[src/rtl/urx_pkg.sv]
package urx_pkg;
  typedef enum logic [2:0] {
    ST_IDLE,
    ST_START,
    ST_DATA,
    ST_PAR,
    ST_STOP
  } rx_state_e;

  function automatic logic maj3(input logic [2:0] v);
    return (v[0] & v[1]) | (v[0] & v[2]) | (v[1] & v[2]);
  endfunction
endpackage

[src/rtl/urx_sync.sv]
module urx_sync #(
  parameter int STAGES = 2
) (
  input  logic clk,
  input  logic rst,
  input  logic din,
  output logic dout
);
  logic [STAGES-1:0] ff;

  genvar g;
  generate
    for (g = 0; g < STAGES; g++) begin : g_stage
      if (g == 0) begin : g_first
        always_ff @(posedge clk) begin
          if (rst) ff[0] <= 1'b1;
          else     ff[0] <= din;
        end
      end else begin : g_next
        always_ff @(posedge clk) begin
          if (rst) ff[g] <= 1'b1;
          else     ff[g] <= ff[g-1];
        end
      end
    end
  endgenerate

  assign dout = ff[STAGES-1];
endmodule

[src/rtl/urx_frame.sv]
module urx_frame
  import urx_pkg::*;
#(
  parameter int DW  = 8,
  parameter int OVS = 16
) (
  input  logic          clk,
  input  logic          rst,
  input  logic          tick,
  input  logic          rxd,
  input  logic          cfg_7bit,
  input  logic          cfg_par_en,
  input  logic          cfg_par_odd,
  output logic          start_seen,
  output logic          done,
  output logic          frame_bad,
  output logic          parity_bad,
  output logic [DW-1:0] data
);
  localparam int TW  = $clog2(OVS);
  localparam int IW  = $clog2(DW);
  localparam int MID = OVS / 2;

  rx_state_e      st;
  logic [TW-1:0]  tcnt;
  logic [IW-1:0]  bidx;
  logic [2:0]     votes;
  logic           acc;
  logic           bit_v;
  logic           bit_end;
  logic           in_window;
  logic [IW-1:0]  last_idx;

  assign bit_v     = maj3(votes);
  assign bit_end   = tick && (st != ST_IDLE) && (tcnt == TW'(OVS - 1));
  assign in_window = (tcnt >= TW'(MID - 1)) && (tcnt <= TW'(MID + 1));
  assign last_idx  = cfg_7bit ? IW'(DW - 2) : IW'(DW - 1);

  always_ff @(posedge clk) begin
    if (rst) begin
      st         <= ST_IDLE;
      tcnt       <= '0;
      bidx       <= '0;
      votes      <= '1;
      acc        <= 1'b0;
      data       <= '0;
      start_seen <= 1'b0;
      done       <= 1'b0;
      frame_bad  <= 1'b0;
      parity_bad <= 1'b0;
    end else begin
      start_seen <= 1'b0;
      done       <= 1'b0;
      if (tick) begin
        if (st == ST_IDLE) begin
          tcnt <= '0;
          if (!rxd) begin
            st         <= ST_START;
            start_seen <= 1'b1;
          end
        end else begin
          tcnt <= (tcnt == TW'(OVS - 1)) ? '0 : tcnt + 1'b1;
          if (in_window) votes <= {votes[1:0], rxd};
        end
      end
      if (bit_end) begin
        case (st)
          ST_START: begin
            if (!bit_v) begin
              st         <= ST_DATA;
              bidx       <= '0;
              acc        <= 1'b0;
              data       <= '0;
              parity_bad <= 1'b0;
            end else begin
              st <= ST_IDLE;
            end
          end
          ST_DATA: begin
            data[bidx] <= bit_v;
            acc        <= acc ^ bit_v;
            if (bidx == last_idx) st <= cfg_par_en ? ST_PAR : ST_STOP;
            else                  bidx <= bidx + 1'b1;
          end
          ST_PAR: begin
            parity_bad <= acc ^ bit_v ^ cfg_par_odd;
            st         <= ST_STOP;
          end
          ST_STOP: begin
            frame_bad <= !bit_v;
            done      <= 1'b1;
            st        <= ST_IDLE;
          end
          default: st <= ST_IDLE;
        endcase
      end
    end
  end
endmodule

[src/rtl/urx_fifo.sv]
module urx_fifo #(
  parameter int DW    = 8,
  parameter int DEPTH = 4
) (
  input  logic                       clk,
  input  logic                       rst,
  input  logic                       push,
  input  logic [DW-1:0]              din,
  input  logic                       pop,
  output logic [DW-1:0]              dout,
  output logic [$clog2(DEPTH+1)-1:0] count
);
  localparam int AW = $clog2(DEPTH);
  localparam int CW = $clog2(DEPTH + 1);

  logic [DW-1:0] mem [DEPTH];
  logic [AW-1:0] wp;
  logic [AW-1:0] rp;

  always_ff @(posedge clk) begin
    if (push) mem[wp] <= din;
  end

  always_ff @(posedge clk) begin
    if (rst) begin
      wp    <= '0;
      rp    <= '0;
      count <= '0;
    end else begin
      if (push) wp <= (wp == AW'(DEPTH - 1)) ? '0 : wp + 1'b1;
      if (pop)  rp <= (rp == AW'(DEPTH - 1)) ? '0 : rp + 1'b1;
      count <= count + CW'(push) - CW'(pop);
    end
  end

  assign dout = mem[rp];
endmodule

[src/rtl/urx_buffered.sv]
module urx_buffered #(
  parameter int DEPTH  = 4,
  parameter int OVS    = 16,
  parameter int SYNC_N = 2
) (
  input  logic       clk,
  input  logic       rst,
  input  logic       tick,
  input  logic       rxd,
  input  logic       cfg_7bit,
  input  logic       cfg_par_en,
  input  logic       cfg_par_odd,
  input  logic [1:0] cfg_irq_lvl,
  input  logic       bus_sel,
  input  logic       bus_rd,
  input  logic       bus_wr,
  input  logic [7:0] bus_wdata,
  output logic [7:0] bus_rdata,
  output logic       rx_avail,
  output logic [1:0] rx_count_code,
  output logic       err_frame,
  output logic       err_parity,
  output logic       err_overrun,
  output logic       rx_irq
);
  localparam int DW = 8;
  localparam int CW = $clog2(DEPTH + 1);

  logic          rxd_s;
  logic          start_seen;
  logic          done;
  logic          frame_bad;
  logic          parity_bad;
  logic [DW-1:0] shift_data;
  logic [DW-1:0] fifo_dout;
  logic [CW-1:0] fifo_cnt;
  logic          shift_held;
  logic          fifo_full;
  logic          pop;
  logic          push;
  logic          ovr_set;
  logic          clr_wr;
  logic [4:0]    wdata_unused;

  assign wdata_unused = {bus_wdata[7:6], bus_wdata[2:0]};

  urx_sync #(.STAGES(SYNC_N)) u_sync (
    .clk (clk),
    .rst (rst),
    .din (rxd),
    .dout(rxd_s)
  );

  urx_frame #(.DW(DW), .OVS(OVS)) u_frame (
    .clk        (clk),
    .rst        (rst),
    .tick       (tick),
    .rxd        (rxd_s),
    .cfg_7bit   (cfg_7bit),
    .cfg_par_en (cfg_par_en),
    .cfg_par_odd(cfg_par_odd),
    .start_seen (start_seen),
    .done       (done),
    .frame_bad  (frame_bad),
    .parity_bad (parity_bad),
    .data       (shift_data)
  );

  urx_fifo #(.DW(DW), .DEPTH(DEPTH)) u_fifo (
    .clk  (clk),
    .rst  (rst),
    .push (push),
    .din  (shift_data),
    .pop  (pop),
    .dout (fifo_dout),
    .count(fifo_cnt)
  );

  assign fifo_full = (fifo_cnt == CW'(DEPTH));
  assign pop       = bus_rd && !bus_sel && (fifo_cnt != '0);
  assign push      = shift_held && (!fifo_full || pop);
  assign ovr_set   = start_seen && shift_held && fifo_full && !pop;
  assign clr_wr    = bus_wr && bus_sel;

  always_ff @(posedge clk) begin
    if (rst) begin
      shift_held <= 1'b0;
    end else if (done) begin
      shift_held <= 1'b1;
    end else if (push || ovr_set) begin
      shift_held <= 1'b0;
    end
  end

  always_ff @(posedge clk) begin
    if (rst) begin
      err_frame   <= 1'b0;
      err_parity  <= 1'b0;
      err_overrun <= 1'b0;
    end else begin
      if (done && frame_bad)           err_frame <= 1'b1;
      else if (clr_wr && !bus_wdata[5]) err_frame <= 1'b0;
      if (done && parity_bad)          err_parity <= 1'b1;
      else if (clr_wr && !bus_wdata[4]) err_parity <= 1'b0;
      if (ovr_set)                     err_overrun <= 1'b1;
      else if (clr_wr && !bus_wdata[3]) err_overrun <= 1'b0;
    end
  end

  always_comb begin
    if (fifo_cnt == '0)            rx_count_code = 2'd0;
    else if (fifo_cnt >= CW'(4))   rx_count_code = 2'd3;
    else                           rx_count_code = 2'(fifo_cnt - 1'b1);
  end

  assign rx_avail = (fifo_cnt != '0);
  assign rx_irq   = (fifo_cnt >= (CW'(cfg_irq_lvl) + CW'(1)));

  always_ff @(posedge clk) begin
    if (rst) begin
      bus_rdata <= '0;
    end else if (bus_rd) begin
      if (bus_sel)
        bus_rdata <= {rx_count_code, err_frame, err_parity, err_overrun, 2'b00, rx_avail};
      else
        bus_rdata <= (fifo_cnt != '0) ? fifo_dout : '0;
    end
  end
endmodule

[config.mk]
export PLATFORM = sky130hd
export DESIGN_NAME = urx_buffered
export DESIGN_NICKNAME = d
export VERILOG_FILES = /design/src/rtl/urx_pkg.sv /design/src/rtl/urx_sync.sv /design/src/rtl/urx_frame.sv /design/src/rtl/urx_fifo.sv /design/src/rtl/urx_buffered.sv
export SDC_FILE = /design/constraint.sdc
export NUM_CORES = 1
export LEC_CHECK = 0
export ABC_AREA = 1
export BUFFER_PORTS_ARGS = -buffer_cell sky130_fd_sc_hd__buf_2
export CORE_MARGIN = 2
export CORE_UTILIZATION = 47
export CTS_CLUSTER_DIAMETER = 60
export CTS_CLUSTER_SIZE = 24
export DETAILED_ROUTE_END_ITERATION = 8
export GPL_TIMING_DRIVEN = 0
export PLACE_DENSITY = 0.68
export SYNTH_ARGS = -nofsm -noshare
export SYNTH_HDL_FRONTEND = slang
export SYNTH_SLANG_ARGS = --single-unit
[constraint.sdc]
create_clock -name clk -period 2.22 [get_ports clk]
set_clock_uncertainty 0.05 [all_clocks]
set_input_delay 0.444 -clock clk [delete_from_list [all_inputs] [get_ports clk]]
set_output_delay 0.444 -clock clk [all_outputs]
set_load 0.01 [all_outputs]
* Yosys cells after proc, flatten, opt, wreduce, memory -nomap -nowiden
Memory sizes are Yosys's and may differ from the RTL's. A register that Yosys moved wholly into a read port is not among the register bits.
Index checks and enable logic that the tools add are counted.
W data, S select, Z words.
** Storage, ports and cells
- Bits in latches :: 0
- Memories kept :: 1
- Output and inout port bits :: 15
- Memory bits (read-only) :: 0
- RAM bits :: 32
- Bits in registers :: 47
** Cells by class
- Div/mod/pow operators :: 0
- $lt $le $gt $ge :: 6
- $add $sub $neg :: 8
- Multiplexer cells :: 42
- Shifts and indexed selects :: 0
- Eq/ne operators :: 11
- Bitwise logic cells :: 10
- Reduce and logical (&&, ||, !) cells :: 42
- $mul :: 0
** Memory list
- u_fifo.mem :: words 4, bits a word 8, read ports 1, clocked after memory_dff 1, wr ports 1, RTL line urx_fifo.sv:16 : logic [DW-1:0] mem [DEPTH];
** Operators with widths (count)
- $mux W3 :: 8
- $mux W8 :: 3
- $logic_and A1 B1 Y1 :: 16
- $pmux W8 S2 :: 1
- $mux W1 :: 15
- $mux W2 :: 7
- $reduce_bool A2 Y1 :: 6
- $pmux W3 S3 :: 1
- $reduce_and A3 Y1 :: 3
- $bwmux W8 :: 1
- $mux W4 :: 2
- $logic_not A1 Y1 :: 7
- $eq A3 B2 Y1 const B :: 2
- $eq A3 B3 Y1 const B :: 2
- $logic_not A3 Y1 :: 2
- $pmux W3 S2 :: 1
- $reduce_bool A3 Y1 :: 2
- $add A2 B1 Y2 const B :: 2
- $add A4 B1 Y4 const B :: 1
- $eq A2 B2 Y1 const B :: 2
- $eq A4 B4 Y1 const B :: 1
- $ge A4 B3 Y1 const B :: 1
- $le A4 B4 Y1 const B :: 1
- $lt A3 B4 Y1 const B :: 1
- 22 further kinds :: 31

* Longest topological paths before layout
- Word-level depth :: 8
- Mapped depth :: 11
- Mapped depth without buffers :: 11

* Modules after synthesis
A second synthesis with hierarchy kept.
** Second synthesis, totals
- Cells, all modules :: 466
- Area, all modules :: 3895.0 um2
** By module, submodules not included
- urx_fifo :: cells each 150, seq. area each 1141.1 um2, instances 1, area each 1734.2 um2
- urx_frame :: cells each 213, seq. area each 520.5 um2, instances 1, area each 1450.1 um2
- urx_buffered :: cells each 96, seq. area each 240.2 um2, instances 1, area each 651.9 um2
- urx_sync :: cells each 7, seq. area each 40.0 um2, instances 1, area each 58.8 um2

* Least setup slack after synthesis
Ideal clock, no wire load.
- Kind :: flip-flop to flip-flop
- Start point :: reg u_fifo.count[1]
- End point :: reg u_fifo.count[2]
- Arrival time :: 2119 ps
- Required time :: 2099 ps
- Path slack :: -19 ps
- Path buffers :: 0
- Stages on the path, launching flop included :: 12
- Path through :: dfxtp_1 > inv_1 > ha_1 > a21oi_4 > nand2_1 > nand2_1 > nand2_1 > inv_1 > ha_1 > fa_1 > or2_2 > a21oi_1
** Between the ends
- Word-level cells in the longest chain between the ends :: 6
- Elaborated cells on any way between the ends :: 8
- Those cells by class :: 2 x add/sub; 1 x eq/ne; 5 x reduce/logical
** Ends and longest elaborated chain
- start, declared :: RTL line urx_fifo.sv:11 : output logic [$clog2(DEPTH+1)-1:0] count
- start signal, assigned :: RTL line urx_fifo.sv:32 : count <= count + CW'(push) - CW'(pop);
- $eq A3 B3 Y1 or $reduce_bool A3 Y1 (tied branches) :: RTL line urx_buffered.sv:79, urx_buffered.sv:80
- $logic_not A1 Y1 or $logic_and A1 B1 Y1 (tied branches) :: RTL line urx_buffered.sv:81, urx_buffered.sv:80
- $logic_or A1 B1 Y1 (*) :: RTL line urx_buffered.sv:81 : assign push = shift_held && (!fifo_full || pop);
- $logic_and A1 B1 Y1 (*) :: RTL line urx_buffered.sv:81
- named net push :: RTL line urx_buffered.sv:40 : logic push;
- $add A3 B1 Y3 (*) :: RTL line urx_fifo.sv:32
- $sub A3 B1 Y3 (*) :: RTL line urx_fifo.sv:32
The timed path passes the listed nets; every way through them passes the cells marked *.
A chain may end at the register's enable or synchronous reset.

* Worst setup path after layout
Ends and elaborated chain as after synthesis.

==> impl_summary.log <==
[metrics] antenna violations before repair: 0
[metrics] final routed DRC violation total: 0
[metrics] number of routed nets with antenna violations: 0
[metrics] Net count, final: 527
[metrics] first-pass iteration count of the detailed router: 4
[metrics] Design Power: 3.26 mW
[metrics] worst setup path class: register to register
[metrics] PortBufs: 27
[metrics] result of the run: finished clean
[metrics] Leak: 1.71 nW
[metrics] cell accounting for the most synthesized area: dfxtp_1
[metrics] final slew viol count: 0
[metrics] share of synthesized flip-flops with an asynchronous set or reset: 0%
[metrics] largest cells by area after synthesis: dfxtp_1 (26%), edfxtp_1 (25%), nand2_1 (9.8%), a21oi_1 (5.6%), o21ai_0 (5.2%)
[metrics] share of the clock period used by the worst path after layout: 94.6%
[metrics] clock latency reported for the late side of the worst-skew pair: 350 ps
[metrics] initial cell density of the core: 48.5%
[metrics] share of layout cells above drive strength 1: 16.7%
[metrics] library cells used by synthesis: 30
[metrics] number of global-route vias before repair: 2,893
[metrics] Post-Layout Inst Area: 4280 um^2
[metrics] CP max-delay cell: dfxtp_2
[metrics] area enclosed by the die boundary: 8750 um^2
[metrics] clock tree from TritonCTS: yes
[metrics] peak fanout along the critical path: 7
[metrics] area growth from synthesis to final layout: 13.5%
[metrics] VDD IR-drop max: 0.000278 V
[metrics] starting DRC count in detailed routing: 129
[metrics] total of warnings raised by yosys: 0
[metrics] fillcell total: 751
[metrics] Clock Pin Slew Worst Setup and Hold Paths: 70 ps
[metrics] Synth Cell Area: 3770 um^2
[metrics] antenna cell count: 0
[metrics] stage delay of the slowest cell on the critical path: 350 ps
[metrics] type of origin of the critical path: register
[metrics] #FFs+latches synth: 81
[metrics] count of flip-flops with a built-in enable after synthesis: 32
[metrics] Post-Synthesis Net Count: 485
[metrics] grt ovf: 0
[metrics] per-cell routed wire length: 13.5 um
[metrics] pin count of the biggest net entering global routing: 14
[metrics] Synth Instances: 449
[metrics] horizontal extent of the die: 93.6 um
[metrics] number of rows in the core area: 32
[metrics] normalized max-slew margin: 50.6%
[metrics] RSZ-0062 raised after global routing: true
[metrics] part of the Yosys area used for sequential elements: 51.5%
[metrics] crit path DAT: 2330 ps
[metrics] Overall Global Routing Usage: 19.7%
[metrics] half-perimeter wire length after placement: 5750 um
[metrics] Total Routed Length: 8050 um
[metrics] PD cells: 762 nW/um^2
[metrics] Achievable Freq: 0.476 GHz
[metrics] detailed-route vias per instance: 5.05
[metrics] worst-case clock buffer depth: 2
[metrics] first-pass GRT wire length: 13,400 um
[metrics] core box area: 7770 um^2
[metrics] minimum clock period: 2100 ps
[metrics] chain of cells forming the critical path: inv_4 -> ha_4 -> a21oi_4 -> nand2_4 -> nand2_1 -> nand2_4 -> inv_1 -> ha_1 -> fa_2 -> or2_2 -> a21oi_1
[metrics] CTS H-tree lvls: 3
[metrics] die extent in y: 93.6 um
[metrics] Post-synth top flop: dfxtp_1
[metrics] required time of the critical path: 2440 ps
[metrics] number of buffers created by CTS: 9
[metrics] final weighted congestion in routability-driven placement: 0.822
[metrics] actual transition at the worst max-transition pin: 738 ps
[metrics] setup violators final: 0
[metrics] number of top-level design ports: 35
[metrics] Cell Area, Placed: 4040 um^2
[metrics] endpoint kind of the worst setup timing path: register
[metrics] most instantiated cells after synthesis: nand2_1 (98), dfxtp_1 (49), nor2_1 (46)
[metrics] library cell with the highest instance count after synthesis: nand2_1
[metrics] final hold viol count: 0
[metrics] type of the most critical hold path: primary input to register
[metrics] Post-Synthesis Mean Instance Area: 8.40 um^2
[metrics] fraction of synthesized cell area taken by the top area cell type: 26.0%
[metrics] max-capacitance violation count: 0
[metrics] root buffer selected by CTS: clkbuf_8
[metrics] Most common cell on crit path: nand2_4
[metrics] total via count in the routed design: 3,021
[metrics] CTS sink cnt: 81
## power breakdown
part	internal [mW]	total (mW)	switching (mW)
combinational	0.250	0.653	0.403
clock	0.466	0.970	0.504
sequential	1.59	1.64	0.0473
total	2.30	3.26	0.955
## area by class of cell
| type | instances | area [um^2] | share of cell area [%] |
|---|---|---|---|
| Sequential cell | 81 | 1940 | 45.4 |
| Tap cell | 102 | 128 | 2.98 |
| Buffer | 13 | 66.3 | 1.55 |
| Timing Repair Buffer | 31 | 165 | 3.86 |
| Clock inverter | 3 | 16.3 | 0.380 |
| Inverter | 49 | 189 | 4.41 |
| Clock buffer | 13 | 159 | 3.71 |
| Multi-Input combinational cell | 306 | 1610 | 37.7 |
## state kept, by name, summed over array words and instances, names as in the netlist, 2 cells and up, named ones only
register / flops
u_frame.tcnt: 4
u_fifo.count: 3
u_fifo.wp: 2
bus_rdata: 8
u_frame.votes: 3
u_fifo.rp: 2
u_frame.data: 8
u_frame.bidx: 3
u_fifo.mem: 32
u_frame.st: 3
## metal layers
metal  track usage, %  routed length [um]  up-vias
li1                 -                   -     1575
met3             3.55                 218       13
met4             8.33                 146        0
met2             31.3                3840       47
met1             26.5                3840     1386
met5                0                   0        -
## placed cells by master, fill, tap and decap left out, types with 8 or more instances in the layout
cell type and n:
inv_1 40, ha_1 14, edfxtp_1 32, o21ai_0 39
buf_2 31, a21oi_1 42, dfxtp_1 47, nand2_1 95
clkbuf_8 11, clkbuf_1 8, nand3_1 29, nor2_1 44
## what timing repair did
| action | in CTS | in global routing |
|---|---|---|
| pin swaps | 1 | 2 |
| buffers inserted | 1 | 3 |
| gates resized for setup | 7 | 9 |
| endpoints found under the setup margin | 34 | 26 |
| hold buffers | 0 | 0 |
## final timing paths
check / from / endpoint / slack, ps / depth (start not counted)
max reg2reg: u_fifo.count[1] / u_fifo.count[2] / 120 / 11
min: rxd / u_sync.ff[0] / 230 / 2
max: u_fifo.count[1] / u_fifo.count[2] / 120 / 11
min reg2reg: u_sync.ff[0] / u_sync.dout / 370 / 1
## logic make-up (layout without fill, tap and decap cells)
family                     count (synthesis)  in the layout  share of synthesized area [%]
DFF                                       81             81                           51.5
buffers and inverters                     62            109                           6.70
AOI/OAI and AO/OA                         92             92                           13.1
and+or+nand+nor                          195            195                           22.5
xor gates and xnor gates                   3              3                          0.697
adders and majority gates                 16             16                           5.51
## metrics by stage
stage	std cells	utilization (%)	setup TNS, ps	setup WS [ps]	hold WS, ps
final	598	55.1	0	119	230
after global routing	598	55.1	-96.4	-22.9	210
after CTS	595	54.5	-9.79	-9.79	215
after floorplan	449	-	0	14.4	339
after global placement	578	51.9	-5400	-216	343
after detailed placement	578	51.9	-6640	-234	353
## critical path: cells and delay by family, from the launching register on
family | cells | cell delay, ps
adder cells (fa/ha/maj) | 3 | 700
AND/OR/NAND/NOR | 4 | 590
flip-flops | 1 | 350
AO/OA/AOI/OAI | 2 | 180
buffers and inverters | 2 | 150
Power figures use the tool's default switching activity.
